$ cat config.mk
export PLATFORM = sky130hd
export DESIGN_NAME = panel_timing_gen
export DESIGN_NICKNAME = d
export VERILOG_FILES = /design/src/rtl/ptg_pkg.sv /design/src/rtl/ptg_axis_counter.sv /design/src/rtl/ptg_window.sv /design/src/rtl/panel_timing_gen.sv
export SDC_FILE = /design/constraint.sdc
export NUM_CORES = 1
export LEC_CHECK = 0
export BUFFER_PORTS_ARGS = -buffer_cell sky130_fd_sc_hd__buf_4
export CELL_PAD_IN_SITES_DETAIL_PLACEMENT = 1
export CELL_PAD_IN_SITES_GLOBAL_PLACEMENT = 1
export CORE_MARGIN = 2
export CORE_UTILIZATION = 40
export CTS_CLUSTER_DIAMETER = 100
export DETAILED_ROUTE_END_ITERATION = 8
export PLACE_DENSITY = 0.9
export SETUP_SLACK_MARGIN = 0.05
export SLEW_MARGIN = 20
export SYNTH_ARGS = -nofsm -noshare
export SYNTH_HDL_FRONTEND = slang
export SYNTH_HIERARCHICAL = 1
export SYNTH_SLANG_ARGS = --single-unit
export TNS_END_PERCENT = 1
$ cat constraint.sdc
create_clock -name clk -period 7.7 [get_ports clk]
set_clock_uncertainty 0.15 [all_clocks]
set_input_delay 0.77 -clock clk [delete_from_list [all_inputs] [get_ports clk]]
set_output_delay 0.77 -clock clk [all_outputs]
set_load 0.005 [all_outputs]
$ cat src/rtl/ptg_pkg.sv
package ptg_pkg;
    localparam int H_W  = 12;
    localparam int V_W  = 11;
    localparam int SW_W = 8;

    // Power-on register values used by the surrounding register file.
    localparam logic [H_W-1:0]  DEF_H_DE_START = 12'h128;
    localparam logic [H_W-1:0]  DEF_H_DE_END   = 12'h528;
    localparam logic [H_W-1:0]  DEF_H_TOTAL    = 12'h540;
    localparam logic [SW_W-1:0] DEF_H_SYNC_W   = 8'h88;
    localparam logic [SW_W-1:0] DEF_V_SYNC_W   = 8'h06;
    localparam logic [V_W-1:0]  DEF_V_DE_START = 11'h023;
    localparam logic [V_W-1:0]  DEF_V_DE_END   = 11'h323;
    localparam logic [V_W-1:0]  DEF_V_TOTAL    = 11'h326;
endpackage

$ cat src/rtl/ptg_axis_counter.sv
module ptg_axis_counter #(
    parameter int W = 12
) (
    input  logic         clk,
    input  logic         rst_n,
    input  logic         advance,
    input  logic         clear,
    input  logic [W-1:0] total,
    output logic [W-1:0] cnt,
    output logic         wrap
);
    localparam logic [W-1:0] ALL_ONES = '1;

    typedef struct packed {
        logic [W-1:0] cnt;
    } state_t;

    state_t st_d, st_q;
    logic   locked, at_end, at_max;

    always_comb begin
        locked = (total == ALL_ONES);
        at_end = !locked && (st_q.cnt == total - 1'b1);
        at_max = (st_q.cnt == ALL_ONES);
        st_d   = st_q;
        if (clear) begin
            st_d.cnt = '0;
        end else if (advance) begin
            if (at_end)       st_d.cnt = '0;
            else if (!at_max) st_d.cnt = st_q.cnt + 1'b1;
        end
        wrap = advance && at_end;
    end

    always_ff @(posedge clk or negedge rst_n) begin
        if (!rst_n) st_q <= '0;
        else        st_q <= st_d;
    end

    assign cnt = st_q.cnt;

    // natural wrap returns to zero
    a_r2_wrap_to_zero: assert property (@(posedge clk) disable iff (!rst_n)
        (advance && !clear && total != ALL_ONES && cnt == total - 1'b1) |=> (cnt == '0));
    // no change without an advance or clear
    a_r3_hold_idle: assert property (@(posedge clk) disable iff (!rst_n)
        (!advance && !clear) |=> $stable(cnt));
    // locked counter saturates
    a_r8_locked_saturate: assert property (@(posedge clk) disable iff (!rst_n)
        (total == ALL_ONES && cnt == ALL_ONES && !clear) |=> (cnt == ALL_ONES));
    // clear always wins
    a_r10_clear_wins: assert property (@(posedge clk) disable iff (!rst_n)
        clear |=> (cnt == '0));
endmodule

$ cat src/rtl/ptg_window.sv
module ptg_window #(
    parameter int W  = 12,
    parameter int SW = 8
) (
    input  logic [W-1:0]  cnt,
    input  logic [SW-1:0] sync_w,
    input  logic [W-1:0]  de_start,
    input  logic [W-1:0]  de_end,
    input  logic [W-1:0]  img_start,
    input  logic [W-1:0]  img_end,
    output logic          sync,
    output logic          de_win,
    output logic          img_win
);
    localparam int PAD = W - SW;

    always_comb begin
        sync    = cnt < {{PAD{1'b0}}, sync_w};
        de_win  = (cnt >= de_start)  && (cnt < de_end);
        img_win = (cnt >= img_start) && (cnt < img_end);
    end
endmodule

$ cat src/rtl/panel_timing_gen.sv
module panel_timing_gen
    import ptg_pkg::*;
(
    input  logic            clk,
    input  logic            rst_n,
    input  logic [H_W-1:0]  h_total,
    input  logic [SW_W-1:0] h_sync_width,
    input  logic [H_W-1:0]  h_de_start,
    input  logic [H_W-1:0]  h_de_end,
    input  logic [H_W-1:0]  h_img_start,
    input  logic [H_W-1:0]  h_img_end,
    input  logic [V_W-1:0]  v_total,
    input  logic [SW_W-1:0] v_sync_width,
    input  logic [V_W-1:0]  v_de_start,
    input  logic [V_W-1:0]  v_de_end,
    input  logic [V_W-1:0]  v_img_start,
    input  logic [V_W-1:0]  v_img_end,
    input  logic            ext_line_strobe,
    input  logic            ext_frame_strobe,
    output logic            hsync,
    output logic            vsync,
    output logic            de,
    output logic            img_active,
    output logic [H_W-1:0]  h_count,
    output logic [V_W-1:0]  v_count
);
    logic h_wrap, v_wrap, line_end;
    logic h_de, v_de, h_img, v_img;

    assign line_end = ext_line_strobe || h_wrap;

    ptg_axis_counter #(.W(H_W)) u_hcnt (
        .clk(clk), .rst_n(rst_n), .advance(1'b1), .clear(ext_line_strobe),
        .total(h_total), .cnt(h_count), .wrap(h_wrap)
    );

    ptg_axis_counter #(.W(V_W)) u_vcnt (
        .clk(clk), .rst_n(rst_n), .advance(line_end), .clear(ext_frame_strobe),
        .total(v_total), .cnt(v_count), .wrap(v_wrap)
    );

    ptg_window #(.W(H_W), .SW(SW_W)) u_hwin (
        .cnt(h_count), .sync_w(h_sync_width), .de_start(h_de_start), .de_end(h_de_end),
        .img_start(h_img_start), .img_end(h_img_end),
        .sync(hsync), .de_win(h_de), .img_win(h_img)
    );

    ptg_window #(.W(V_W), .SW(SW_W)) u_vwin (
        .cnt(v_count), .sync_w(v_sync_width), .de_start(v_de_start), .de_end(v_de_end),
        .img_start(v_img_start), .img_end(v_img_end),
        .sync(vsync), .de_win(v_de), .img_win(v_img)
    );

    always_comb begin
        de         = h_de && v_de;
        img_active = h_img && v_img && de;
    end

    // image never outside DE
    a_r7_img_inside_de: assert property (@(posedge clk) disable iff (!rst_n)
        img_active |-> (h_de && v_de));
    // frame wrap only at a line end
    a_r3_vwrap_on_line_end: assert property (@(posedge clk) disable iff (!rst_n)
        v_wrap |-> line_end);
    // locked line never ends by itself
    a_r8_no_self_line_end: assert property (@(posedge clk) disable iff (!rst_n)
        (h_total == '1) |-> !h_wrap);
endmodule

**Yosys cells after proc, flatten, opt, wreduce, memory -nomap -nowiden**

Cells that the tools add are included.

- Multiplexer cells: 7
- Bitwise gates (word level): 0
- Add/subtract/negate cells: 4
- Divide/modulo/power cells: 0
- Reductions and logical operators: 14
- Magnitude comparators: 10
- $mul: 0
- Shift operators: 0
- Eq/ne operators: 8

Operators by type and width:

| kind | number |
|---|---|
| $mux 11 | 4 |
| $mux 12 | 3 |
| $eq 12x12->1 const B | 2 |
| $ge 12x12->1 | 2 |
| $lt 12x12->1 | 2 |
| $eq 11x11->1 const B | 2 |
| $ge 11x11->1 | 2 |
| $lt 11x11->1 | 2 |
| $add 12x1->12 const B | 1 |
| $eq 12x12->1 | 1 |
| $lt 12x8->1 | 1 |
| $sub 12x1->12 const B | 1 |
| $add 11x1->11 const B | 1 |
| $eq 11x11->1 | 1 |
| $lt 11x8->1 | 1 |
| $sub 11x1->11 const B | 1 |
| $logic_and 1x1->1 | 9 |
| $ne 3x2->1 const B | 1 |
| $ne 3x3->1 const B | 1 |
| $logic_not 1->1 | 2 |
| $reduce_and 2->1 | 1 |
| $reduce_bool 2->1 | 1 |
| $logic_or 1x1->1 | 1 |

- Register bits after elaboration: 23
- Latch bits: 0
- RAM bits: 0
- Input port bits: 135
- Bits in read-only memories: 0
- Memories: 0

**Longest topological paths before layout**

Gate-level depths: netlist of run 1.

- Depth after elaboration: 6
- Depth in mapped cells: 15
- Gate-level depth less buffers: 15

**Hierarchy**

The synthesis of run 1 kept the hierarchy.

By module, submodules not included:

| module | sequential area each (sq um) | area an instance (sq um) | cells an instance | instances |
|---|---|---|---|---|
| ptg_window at u_hwin | 0.0 | 1315.0 | 178 | 1 |
| ptg_window at u_vwin | 0.0 | 1218.7 | 170 | 1 |
| ptg_axis_counter at u_hcnt | 300.3 | 1146.1 | 141 | 1 |
| ptg_axis_counter at u_vcnt | 275.3 | 1023.5 | 124 | 1 |
| panel_timing_gen | 0.0 | 25.0 | 4 | 1 |

**Worst setup path before layout of run 1**

Ideal clock, no wire load.

- Path type: input-to-reg
- From: input h_total[4]
- To: register u_vcnt.st_q (netlist bit u_vcnt/cnt[7])
- Path slack: 3758 ps
- Data arrival time: 3669 ps
- Required time: 7427 ps
- Stages on the path: 14
- Cell sequence: buf_2 -> nor4_2 -> nand2_1 -> o311ai_1 -> o22ai_4 -> nor3_1 -> or2_1 -> inv_1 -> a41oi_1 -> and3_1 -> nand3_1 -> and2_1 -> o21ai_0 -> nand2_1

- Cells in the longest elaborated chain, start to end: 6
- Elaborated cells between the ends (all ways): 8
- Those cells by class: 1 x add/sub; 2 x eq/ne; 5 x reduce/logical

RTL lines:

| element | RTL line | text |
|---|---|---|
| from (decl) | panel_timing_gen.sv:6 | `input logic [H_W-1:0] h_total,` |
| $sub 12x1->12 / $eq 12x12->1 (equally long branches) | ptg_axis_counter.sv:23, ptg_axis_counter.sv:22 |  |
| $eq 12x12->1 / $logic_not 1->1 (equally long branches) | ptg_axis_counter.sv:23 | `at_end = !locked && (st_q.cnt == total - 1'b1);` |
| $logic_and 1x1->1 (*) | ptg_axis_counter.sv:23 |  |
| via h_wrap | panel_timing_gen.sv:27 | `logic h_wrap, v_wrap, line_end;` |
| $logic_or 1x1->1 (*) | panel_timing_gen.sv:30 | `assign line_end = ext_line_strobe \|\| h_wrap;` |
| via line_end | panel_timing_gen.sv:27 |  |
| $reduce_bool 2->1 (no source line) (*) | - |  |
| $reduce_and 2->1 (no source line) (*) | - |  |
| to (signal assigned) | ptg_axis_counter.sv:37 | `else st_q <= st_d;` |
| to (decl) | ptg_axis_counter.sv:18 | `state_t st_d, st_q;` |

Mark *: on every way through the listed nets, which the timed path passes. The rest lies on a longest branch.
A chain may end at the register's enable or synchronous reset.

**Worst setup path after layout of run 1**

- From: input h_total[0]
- To: register u_vcnt.st_q (netlist bit u_vcnt/cnt[7])

Same word-level chain as after synthesis.

==> results.py, run 1 <==
metrics = {
    "drt": {
        "postRouteAntennaNets": 0,
        "drt-vias-per-instance": 5.56,
        "drt_pass1_iterations": 4,
        "drt_drc_violations_left": 0,
        "detailroute.via_count": 5114,
        "post_drt_wl_per_cell_um": 17.4,
        "drt_iter0_markers": 222,
        "wirelength_um": 16000,
    },
    "placed_design": {
        "postPlaceCellArea_um2": 6070,
        "numPlacedInstances": 915,
        "routabilityCongestion": 0.852,
        "place.detailed.hpwl_um": 13500,
        "numPortBuffers": 161,
    },
    "timing": {
        "timing.final.setup_violations": 0,
        "achievable_clock_frequency_ghz": 0.224,
        "hold_slack_ps": 246,
        "relSlewSlack": 0.495,
        "max_slew.worst_pin.slew_ps": 748,
        "min_period_over_period": 0.581,
        "setup-tns-final_ps": 0,
        "grt_setup_unrepaired": "false",
        "slew_viol_final": 0,
        "finalCriticalPeriod_ps": 4470,
        "final-hold-violation-count": 0,
    },
    "floorplanning": {
        "floorplan.die_area_um2": 12700,
        "die-width_um": 113,
        "design.core.area_um2": 11500,
        "floorplan.rows": 39,
        "io_pins": 162,
        "die_height_um": 113,
        "start_util": 0.412,
    },
    "synth": {
        "netlist_area_before_placement_um2": 4720,
        "gate_count_post_synth": 616,
        "post_synth.cell_area_avg_um2": 7.67,
        "yosys_warnings": 6,
    },
    "setup_path": {
        "endpoint_kind": "register",
        "worst-setup-path-type": "in2reg",
        "worstPathArrival_ps": 4460,
        "critical_register_to_register_path_startpoint": "u_hcnt/cnt[11]",
        "regToRegEndpoint": "u_vcnt/cnt[7]",
        "worstSetupStartpoint": "h_total[0]",
        "rrSetupSlack_ps": 3540,
        "worst-path-max-fanout": 8,
        "rr_worst_depth": 13,
        "crit_path_end": "u_vcnt/cnt[7]",
        "worst_ep_required_time_ps": 7690,
        "setup.worst_path.start_class": "input port",
    },
    "layout": {
        "design_area_final_um2": 6160,
        "num_antenna_cells": 0,
        "layout.filler_cells": 1438,
        "fin_cells": 919,
        "area.sequential_um2": 576,
        "syn_to_final_growth_pct": 30.4,
        "area_occupied_by_multi_input_gates_um2": 3680,
        "number_of_nets_in_the_finished_design": 1020,
        "final_layout_size_suffix_gt1_frac": 0.236,
    },
    "clock_network": {
        "clk_path_buf_depth": 2,
        "clock_sinks": 23,
        "cts.repair.resized": 0,
        "cts_root_buffer": "sky130_fd_sc_hd__clkbuf_16",
        "post-cts-setup-buffers": 0,
        "cts.clk_slew.worst_paths_ps": 60,
        "cts_made_buffers": 3,
        "htreeDepth": 1,
        "clock_insertion_delay_worst_skew_ps": 250,
        "cts_tree": "yes",
        "hold_buffers": 0,
    },
    "outcome": {
        "run_status": "finished, final reports clean",
    },
    "grt": {
        "antenna_found_initial": 0,
        "globalRoute.totalOverflow": 0,
        "grt_use_total": 0.242,
        "grt_start_max_net_pins": 24,
        "wire_length_of_the_first_global_routing_pass_um": 25500,
        "vias_in_the_first_global_route": 5615,
    },
    "pwr": {
        "cellLeakagePower_nw": 3.38,
        "power.switching_fraction": 0.314,
        "power_report.internal_total_mw": 0.281,
        "seqPwrFrac": 0.316,
        "power_per_cell_area_nw_per_um2": 66.6,
        "vdd_drop_max_mv": 0.0763,
        "clock_power_share": 0.276,
        "p_comb_frac": 0.408,
        "total_net_switching_power_mw": 0.129,
    },
    "min_path": {
        "hp-class": "in2async",
    },
    "job": {
        "max_cap_viol_count": 0,
    },
}
stage by stage:
| stage | power [mW] | setup WS [ps] | utilization |
|---|---|---|---|
| final | 0.410 | 3230 | 0.537 |
| after global routing | 0.438 | 2900 | 0.537 |
| after CTS | 0.414 | 3250 | 0.537 |
| after detailed placement | 0.299 | 3020 | 0.530 |
| after global placement | 0.285 | 3280 | 0.530 |
| after floorplan | 0.208 | 3770 | - |
how the worst min path moves through the flow:
stage	startpoint	end	slack, ps	cells after the start
floorplan	rst_n	u_hcnt/cnt[0]	320	0
global placement	u_hcnt/cnt[0]	u_hcnt/cnt[0]	510	2
detailed placement	rst_n	u_hcnt/cnt[1]	530	1
CTS	rst_n	u_hcnt/cnt[1]	260	1
global route	rst_n	u_hcnt/cnt[0]	260	1
finish	rst_n	u_hcnt/cnt[2]	250	1
cell usage in the layout (no fill, tap or decap), drive strengths merged, types with 4 or more instances in the layout:
cell and n:
dfrtp 23, a31oi 7, ha 108, a21oi 42, conb 7, nand2 44, o22ai 5, nor2b 5
o21bai 5, nand2b 12, buf 162, a21o 12, and4 8, xnor2 22, nor3 18, nor4 8
or2 4, or4 6, nand3 15, nand4 20, o21ai 20, inv 113, xor2 16, a211oi 7
nor2 34, and2 4, a2111oi 8
per-layer routing:
layer	global-route usage	part of all wire	vias to the layer above
met5	0	0	-
met4	0.0423	0.011	0
met3	0.0346	0.052	17
met2	0.485	0.53	150
met1	0.270	0.41	2455
li1	-	-	2492
power groups by stage:
stage | sequential (mW) | clock, mW | combinational (mW)
finish | 0.129 | 0.113 | 0.167
CTS | 0.130 | 0.116 | 0.168
global placement | 0.131 | 0 | 0.154
detailed placement | 0.132 | 0 | 0.167
floorplan | 0.129 | 0 | 0.0790
global route | 0.130 | 0.122 | 0.185
layout make-up:
class | instances | share of cell area
tap | 143 | 0.0291
sequential | 23 | 0.0935
timing repair buffer | 162 | 0.198
inverter | 113 | 0.0689
clock buffer | 3 | 0.0122
multi-input combinational | 474 | 0.598
clock inverter | 1 | 0.00122
state kept, by name, indices dropped and copies added (netlist names):
register / cells
u_hcnt/cnt: 12
u_vcnt/cnt: 11
critical path, cell delays in order:
cell	delay (ps)
sky130_fd_sc_hd__buf_4	140
sky130_fd_sc_hd__inv_1	80
sky130_fd_sc_hd__ha_1	180
sky130_fd_sc_hd__nor3b_2	360
sky130_fd_sc_hd__xnor2_1	130
sky130_fd_sc_hd__a2111oi_0	390
sky130_fd_sc_hd__nand4b_1	400
sky130_fd_sc_hd__nor3_1	220
sky130_fd_sc_hd__or2_1	220
sky130_fd_sc_hd__inv_1	70
sky130_fd_sc_hd__a41oi_1	590
sky130_fd_sc_hd__and3_1	310
sky130_fd_sc_hd__nand3_1	140
sky130_fd_sc_hd__and2_1	220
sky130_fd_sc_hd__o21ai_0	170
sky130_fd_sc_hd__nand2_1	70
Note: power is estimated with default switching activity, not from simulation.
==> run 2: changes to the inputs <==
Settings changed: CORE_UTILIZATION 40 to 33, PLACE_DENSITY 0.9 to 0.8.
Clock period 7.7 ns to 3.95 ns, I/O delays scaled along.
==> run 2 against run 1 <==
Effect of this change: clock power grew 100%; utilization shrank 8.4 points; non-clock buffer count grew 13; critical path type unchanged; critical path depth unchanged; sequential share of layout area fell by 0.22 points; combinational power increased by 97%.
==> results.py, run 2 (synthesized netlist as in run 1, its figures left out) <==
metrics = {
    "placed_design": {
        "routabilityCongestion": 0.849,
        "numPortBuffers": 161,
        "worst_setup_slack_post_dpl_ps": 225,
        "numPlacedInstances": 964,
        "place.detailed.hpwl_um": 13600,
        "postPlaceCellArea_um2": 6210,
    },
    "setup_path": {
        "worst_ep_required_time_ps": 3950,
        "critical_register_to_register_path_startpoint": "u_hcnt/cnt[3]",
        "setup.worst_path.start_class": "input port",
        "worst-path-max-fanout": 6,
        "rrSetupSlack_ps": 610,
        "timing.critical_path.slowest_cell_delay_ps": 450,
        "worstPathArrival_ps": 3450,
        "timing.critical_path.cells": "buf_4 -> inv_1 -> ha_1 -> nor3b_2 -> xnor2_1 -> a2111oi_0 -> nand4b_1 -> nor3_1 -> or2_1 -> inv_1 -> a41oi_1 -> and3_1 -> nand3_1 -> and2_1 -> o21ai_0 -> nand2_1",
        "critical_path_most_common_cell": "sky130_fd_sc_hd__inv_1",
        "worst_path_max_delay_cell": "sky130_fd_sc_hd__a2111oi_0",
        "endpoint_kind": "register",
        "worst-setup-path-type": "in2reg",
        "rr_worst_depth": 13,
        "regToRegEndpoint": "u_vcnt/cnt[7]",
    },
    "floorplanning": {
        "design.core.area_um2": 13900,
        "floorplan.die_area_um2": 15300,
        "start_util": 0.339,
        "die_height_um": 124,
        "floorplan.rows": 43,
        "io_pins": 162,
        "die-width_um": 124,
    },
    "timing": {
        "min_period_over_period": 0.874,
        "grt_setup_unrepaired": "false",
        "finalCriticalPeriod_ps": 3450,
        "max_slew.worst_pin.slew_ps": 664,
        "timing.final.setup_violations": 0,
        "final-hold-violation-count": 0,
        "setup_slack_ps": 499,
        "hold_slack_ps": 174,
        "achievable_clock_frequency_ghz": 0.290,
        "relSlewSlack": 0.553,
        "setup-tns-final_ps": 0,
        "slew_viol_final": 0,
    },
    "drt": {
        "wirelength_um": 16300,
        "drt_drc_violations_left": 0,
        "postRouteAntennaNets": 0,
        "post_drt_wl_per_cell_um": 16.8,
        "drt_iter0_markers": 204,
        "drt_pass1_iterations": 4,
        "drt-vias-per-instance": 5.31,
        "detailroute.via_count": 5144,
    },
    "pwr": {
        "total_power_mw": 0.810,
        "total_net_switching_power_mw": 0.260,
        "power.switching_fraction": 0.321,
        "cellLeakagePower_nw": 3.46,
        "p_comb_frac": 0.406,
        "clock_power_share": 0.285,
        "seqPwrFrac": 0.308,
        "vdd_drop_max_mv": 0.145,
        "power_per_cell_area_nw_per_um2": 128,
        "power_report.internal_total_mw": 0.550,
    },
    "clock_network": {
        "cts_root_buffer": "sky130_fd_sc_hd__clkbuf_16",
        "clock_sinks": 23,
        "clk_path_buf_depth": 2,
        "cts.clk_slew.worst_paths_ps": 70,
        "cts_tree": "yes",
        "clock_insertion_delay_worst_skew_ps": 260,
        "cts_made_buffers": 3,
        "htreeDepth": 1,
    },
    "job": {
        "max_cap_viol_count": 0,
    },
    "layout": {
        "syn_to_final_growth_pct": 33.6,
        "num_antenna_cells": 0,
        "most_common_cell_after_layout_fill_and_taps_aside": "sky130_fd_sc_hd__buf_4",
        "largest_register_ff_count": 12,
        "number_of_nets_in_the_finished_design": 1033,
        "design_area_final_um2": 6310,
        "fin_cells": 969,
        "mostFrequentLayoutCells": "sky130_fd_sc_hd__buf_4, sky130_fd_sc_hd__inv_1, sky130_fd_sc_hd__ha_1, sky130_fd_sc_hd__nand2_1, sky130_fd_sc_hd__a21oi_1",
        "final_layout_size_suffix_gt1_frac": 0.248,
        "layout.core_utilization": 0.453,
    },
    "min_path": {
        "holdPathStages": 2,
        "min_from": "ext_line_strobe",
        "hp-class": "in2reg",
        "min_delay_worst_endpoint": "u_hcnt/cnt[3]",
    },
    "grt": {
        "grt_start_max_net_pins": 24,
        "antenna_found_initial": 0,
        "wire_length_of_the_first_global_routing_pass_um": 26300,
        "globalRoute.totalOverflow": 0,
        "vias_in_the_first_global_route": 5640,
        "grt_use_total": 0.215,
    },
    "outcome": {
        "run_status": "finished, final reports clean",
    },
}
## run 2: cell types whose count changed in the layout (fill, tap and decap cells not counted), sizes merged
cell,previous run,this run
clkinvlp,1,0
clkinv,0,1
dlygate4sd3,0,1
buf,162,174
## run 2: power by group through the flow
| stage | logic, mW | registers [mW] | clock network, mW |
|---|---|---|---|
| final | 0.329 | 0.250 | 0.231 |
| after global routing | 0.369 | 0.250 | 0.243 |
| after CTS | 0.329 | 0.249 | 0.235 |
| after detailed placement | 0.328 | 0.254 | 0 |
| after global placement | 0.306 | 0.254 | 0 |
| after floorplan | 0.154 | 0.251 | 0 |
## run 2: timing repair
action / CTS / global route
hold buffers: 1 / 0
gates resized for setup: 0 / 1
hold endpoints to repair: 23 / 0
endpoints found under the setup margin: 0 / 1
buffers inserted: 0 / 0
## run 2: worst max-delay path by stage
stage               start       endpoint  slack [ps]  cells after the start
2_1_floorplan  h_total[4]  u_vcnt/cnt[7]         400                     14
3_3_place_gp   h_total[0]  u_vcnt/cnt[7]         370                     16
3_5_place_dp   h_total[0]  u_vcnt/cnt[7]         230                     16
4_1_cts        h_total[0]  u_vcnt/cnt[7]         440                     16
5_1_grt        h_total[0]  u_vcnt/cnt[7]         150                     16
6_report       h_total[0]  u_vcnt/cnt[7]         500                     16
## run 2: area by class of cell
class                           count  area [um2]
Fill cell                        1738        7630
Multi-Input combinational cell    474        3690
Timing Repair Buffer              175        1320
Sequential cell                    23         576
Inverter                          113         424
Tap cell                          180         225
Clock buffer                        3        75.1
Clock inverter                      1        5.00
## run 2: critical path, delay by kind of cell
kind	cells	cell delay (ps)
AND/OR/NAND/NOR	8	1590
buffers and inverters	3	280
XOR/XNOR	1	150
AO/OA/AOI/OAI	3	850
adder cells (fa/ha/maj)	1	190
## run 2: layer usage
metal  vias to the layer above  track usage  routed length [um]  part of all wire
met1                      2458        0.255                6820              0.42
met2                       150        0.412                8420              0.52
li1                       2518            -                   -                 -
met3                        18       0.0266                 856             0.052
met4                         0       0.0447                 214             0.013
met5                         -            0                   0                 0
==> run 3: changes to the inputs <==
Settings changed: REMOVE_ABC_BUFFERS from default to 1.
==> run 3 against run 2 <==
Effect of this change: worst setup slack lost 160 ps; design area grew 0.36%; power shrank 0.63%; critical path depth shrank 7; combinational power is essentially flat; die area is the same; clock-buffer cell count is the same; via count grew 0.91%; final cell count grew 0.41%; sequential power is essentially flat; utilization grew 0.16 points; critical path type is now reg2out; largest power group unchanged.
==> results.py, run 3 (synthesized netlist as in run 1, its figures left out) <==
metrics = {
    "outcome": {
        "run_status": "finished, final reports clean",
    },
    "layout": {
        "largest_register_ff_count": 12,
        "number_of_nets_in_the_finished_design": 1037,
        "syn_to_final_growth_pct": 34.0,
        "num_antenna_cells": 0,
        "most_common_cell_after_layout_fill_and_taps_aside": "sky130_fd_sc_hd__buf_4",
        "area_occupied_by_multi_input_gates_um2": 3680,
        "mostFrequentLayoutCells": "sky130_fd_sc_hd__buf_4, sky130_fd_sc_hd__inv_1, sky130_fd_sc_hd__ha_1, sky130_fd_sc_hd__nand2_1, sky130_fd_sc_hd__a21oi_1",
        "layout.filler_cells": 1769,
        "area.sequential_um2": 576,
        "final_layout_size_suffix_gt1_frac": 0.251,
    },
    "clock_network": {
        "cts_root_buffer": "sky130_fd_sc_hd__clkbuf_16",
        "cts.clk_slew.worst_paths_ps": 60,
        "clk_path_buf_depth": 2,
        "htreeDepth": 1,
        "post-cts-setup-buffers": 0,
        "clock_sinks": 23,
        "cts_tree": "yes",
        "cts_made_buffers": 3,
        "clock_insertion_delay_worst_skew_ps": 260,
    },
    "floorplanning": {
        "io_pins": 162,
        "floorplan.rows": 43,
        "floorplan.die_area_um2": 15300,
        "start_util": 0.339,
        "die-width_um": 124,
        "design.core.area_um2": 13900,
        "die_height_um": 124,
    },
    "drt": {
        "drt-vias-per-instance": 5.34,
        "route.met2.wl_um": 8180,
        "met3_wirelength_um": 1000,
        "post_drt_wl_per_cell_um": 16.9,
        "drt_pass1_iterations": 4,
        "drt_drc_violations_left": 0,
        "wirelength_um": 16500,
        "drt_iter0_markers": 227,
        "highest_layer": "met4",
        "postRouteAntennaNets": 0,
        "wirelength_met1_um": 7000,
        "detailroute.via_count": 5191,
    },
    "timing": {
        "min_period_over_period": 0.914,
        "grt_setup_unrepaired": "false",
        "timing.final.setup_violations": 0,
        "finalCriticalPeriod_ps": 3610,
        "hold_slack_ps": 192,
        "final-hold-violation-count": 0,
        "max_slew.worst_pin.slew_ps": 671,
        "slew_viol_final": 0,
        "relSlewSlack": 0.552,
        "setup-tns-final_ps": 0,
        "achievable_clock_frequency_ghz": 0.277,
    },
    "min_path": {
        "hp-class": "in2reg",
        "holdPathStages": 2,
        "min_delay_worst_endpoint": "u_hcnt/cnt[2]",
        "min_from": "ext_line_strobe",
    },
    "grt": {
        "vias_in_the_first_global_route": 5403,
        "antenna_found_initial": 0,
        "grt_use_total": 0.210,
        "globalRoute.totalOverflow": 0,
        "wire_length_of_the_first_global_routing_pass_um": 25300,
        "grt_start_max_net_pins": 24,
    },
    "setup_path": {
        "worstPathArrival_ps": 3070,
        "critical_path.n_buffers_inverters": 2,
        "critical_path_most_common_cell": "sky130_fd_sc_hd__a2111oi_1",
        "regToRegEndpoint": "u_vcnt/cnt[7]",
        "endpoint_kind": "output pin",
        "cpLargestDelayFamily": "compound AO/OA/AOI/OAI gates",
        "timing.critical_path.slowest_cell_delay_ps": 610,
        "worst_ep_required_time_ps": 3400,
        "critical_register_to_register_path_startpoint": "u_hcnt/cnt[5]",
        "rrSetupSlack_ps": 650,
        "setup.worst_path.start_class": "register",
        "worst-path-max-fanout": 8,
        "timing.critical_path.cells": "inv_1 -> ha_1 -> nand2b_1 -> a2111oi_1 -> a2111oi_1 -> nor4_1 -> a2111oi_1 -> and4_1 -> buf_4",
        "rr_worst_depth": 13,
        "worst-setup-path-type": "reg2out",
        "worst_path_max_delay_cell": "sky130_fd_sc_hd__a2111oi_1",
    },
    "pwr": {
        "cellLeakagePower_nw": 3.48,
        "vdd_drop_max_mv": 0.109,
        "power_per_cell_area_nw_per_um2": 127,
    },
    "placed_design": {
        "place.detailed.hpwl_um": 13700,
        "numPortBuffers": 161,
        "routabilityCongestion": 0.877,
    },
    "job": {
        "max_cap_viol_count": 0,
    },
}
run 3: where the power goes:
part / total (mW) / leakage, nW / internal, mW / switching (mW)
logic: 0.332 / 3.12 / 0.175 / 0.157
clock network: 0.223 / 0.0409 / 0.136 / 0.0871
registers: 0.249 / 0.319 / 0.239 / 0.00991
run 3: per-layer routing:
metal / vias to the layer above / GRT usage
met5: - / 0
met4: 0 / 0.0533
met3: 23 / 0.0256
met2: 178 / 0.400
met1: 2466 / 0.246
li1: 2524 / -
run 3: through the flow:
step | instances | utilization | worst slack, ps | power, mW | instance area [um2]
2_1_floorplan | 610 | - | 394 | 0.399 | 4680
3_3_place_gp | 968 | 0.448 | 380 | 0.564 | 6240
3_5_place_dp | 968 | 0.448 | 175 | 0.585 | 6240
6_report | 973 | 0.454 | 340 | 0.805 | 6330
5_1_grt | 973 | 0.454 | 86.4 | 0.861 | 6330
4_1_cts | 973 | 0.454 | 384 | 0.809 | 6330
run 3: worst register-to-register path, stage by stage (launching register included):
cell and delay (ps):
sky130_fd_sc_hd__dfrtp_1 550, sky130_fd_sc_hd__nand2b_1 230, sky130_fd_sc_hd__or4_4 410, sky130_fd_sc_hd__o311ai_2 140, sky130_fd_sc_hd__o22ai_4 190, sky130_fd_sc_hd__nor3_1 230, sky130_fd_sc_hd__or2_1 220, sky130_fd_sc_hd__inv_1 60
sky130_fd_sc_hd__a41oi_1 220, sky130_fd_sc_hd__and3_1 240, sky130_fd_sc_hd__nand3_1 120, sky130_fd_sc_hd__and2_1 210, sky130_fd_sc_hd__o21ai_0 160, sky130_fd_sc_hd__nand2_1 70
run 3: layout make-up:
type                            count  area share
Multi-Input combinational cell    474       0.581
Timing Repair Buffer              179       0.213
Sequential cell                    23      0.0909
Inverter                          113      0.0670
Tap cell                          180      0.0356
Clock buffer                        3      0.0119
Clock inverter                      1    0.000791
run 3: repair_timing:
item | 4_1_cts | 5_1_grt
resized for setup | 0 | 0
endpoints found under the hold margin | 23 | 0
hold buffers | 1 | 0
run 3: how the worst max path moves through the flow:
| stage | start | endpoint | slack [ps] | cells after the start |
|---|---|---|---|---|
| after detailed placement | h_total[0] | u_vcnt/cnt[7] | 170 | 16 |
| after global routing | h_total[0] | u_vcnt/cnt[7] | 90 | 16 |
| final | u_hcnt/cnt[0] | img_active | 340 | 9 |
| after floorplan | h_total[1] | u_vcnt/cnt[7] | 390 | 13 |
| after CTS | h_total[0] | u_vcnt/cnt[7] | 380 | 16 |
| after global placement | h_total[0] | u_vcnt/cnt[7] | 380 | 16 |
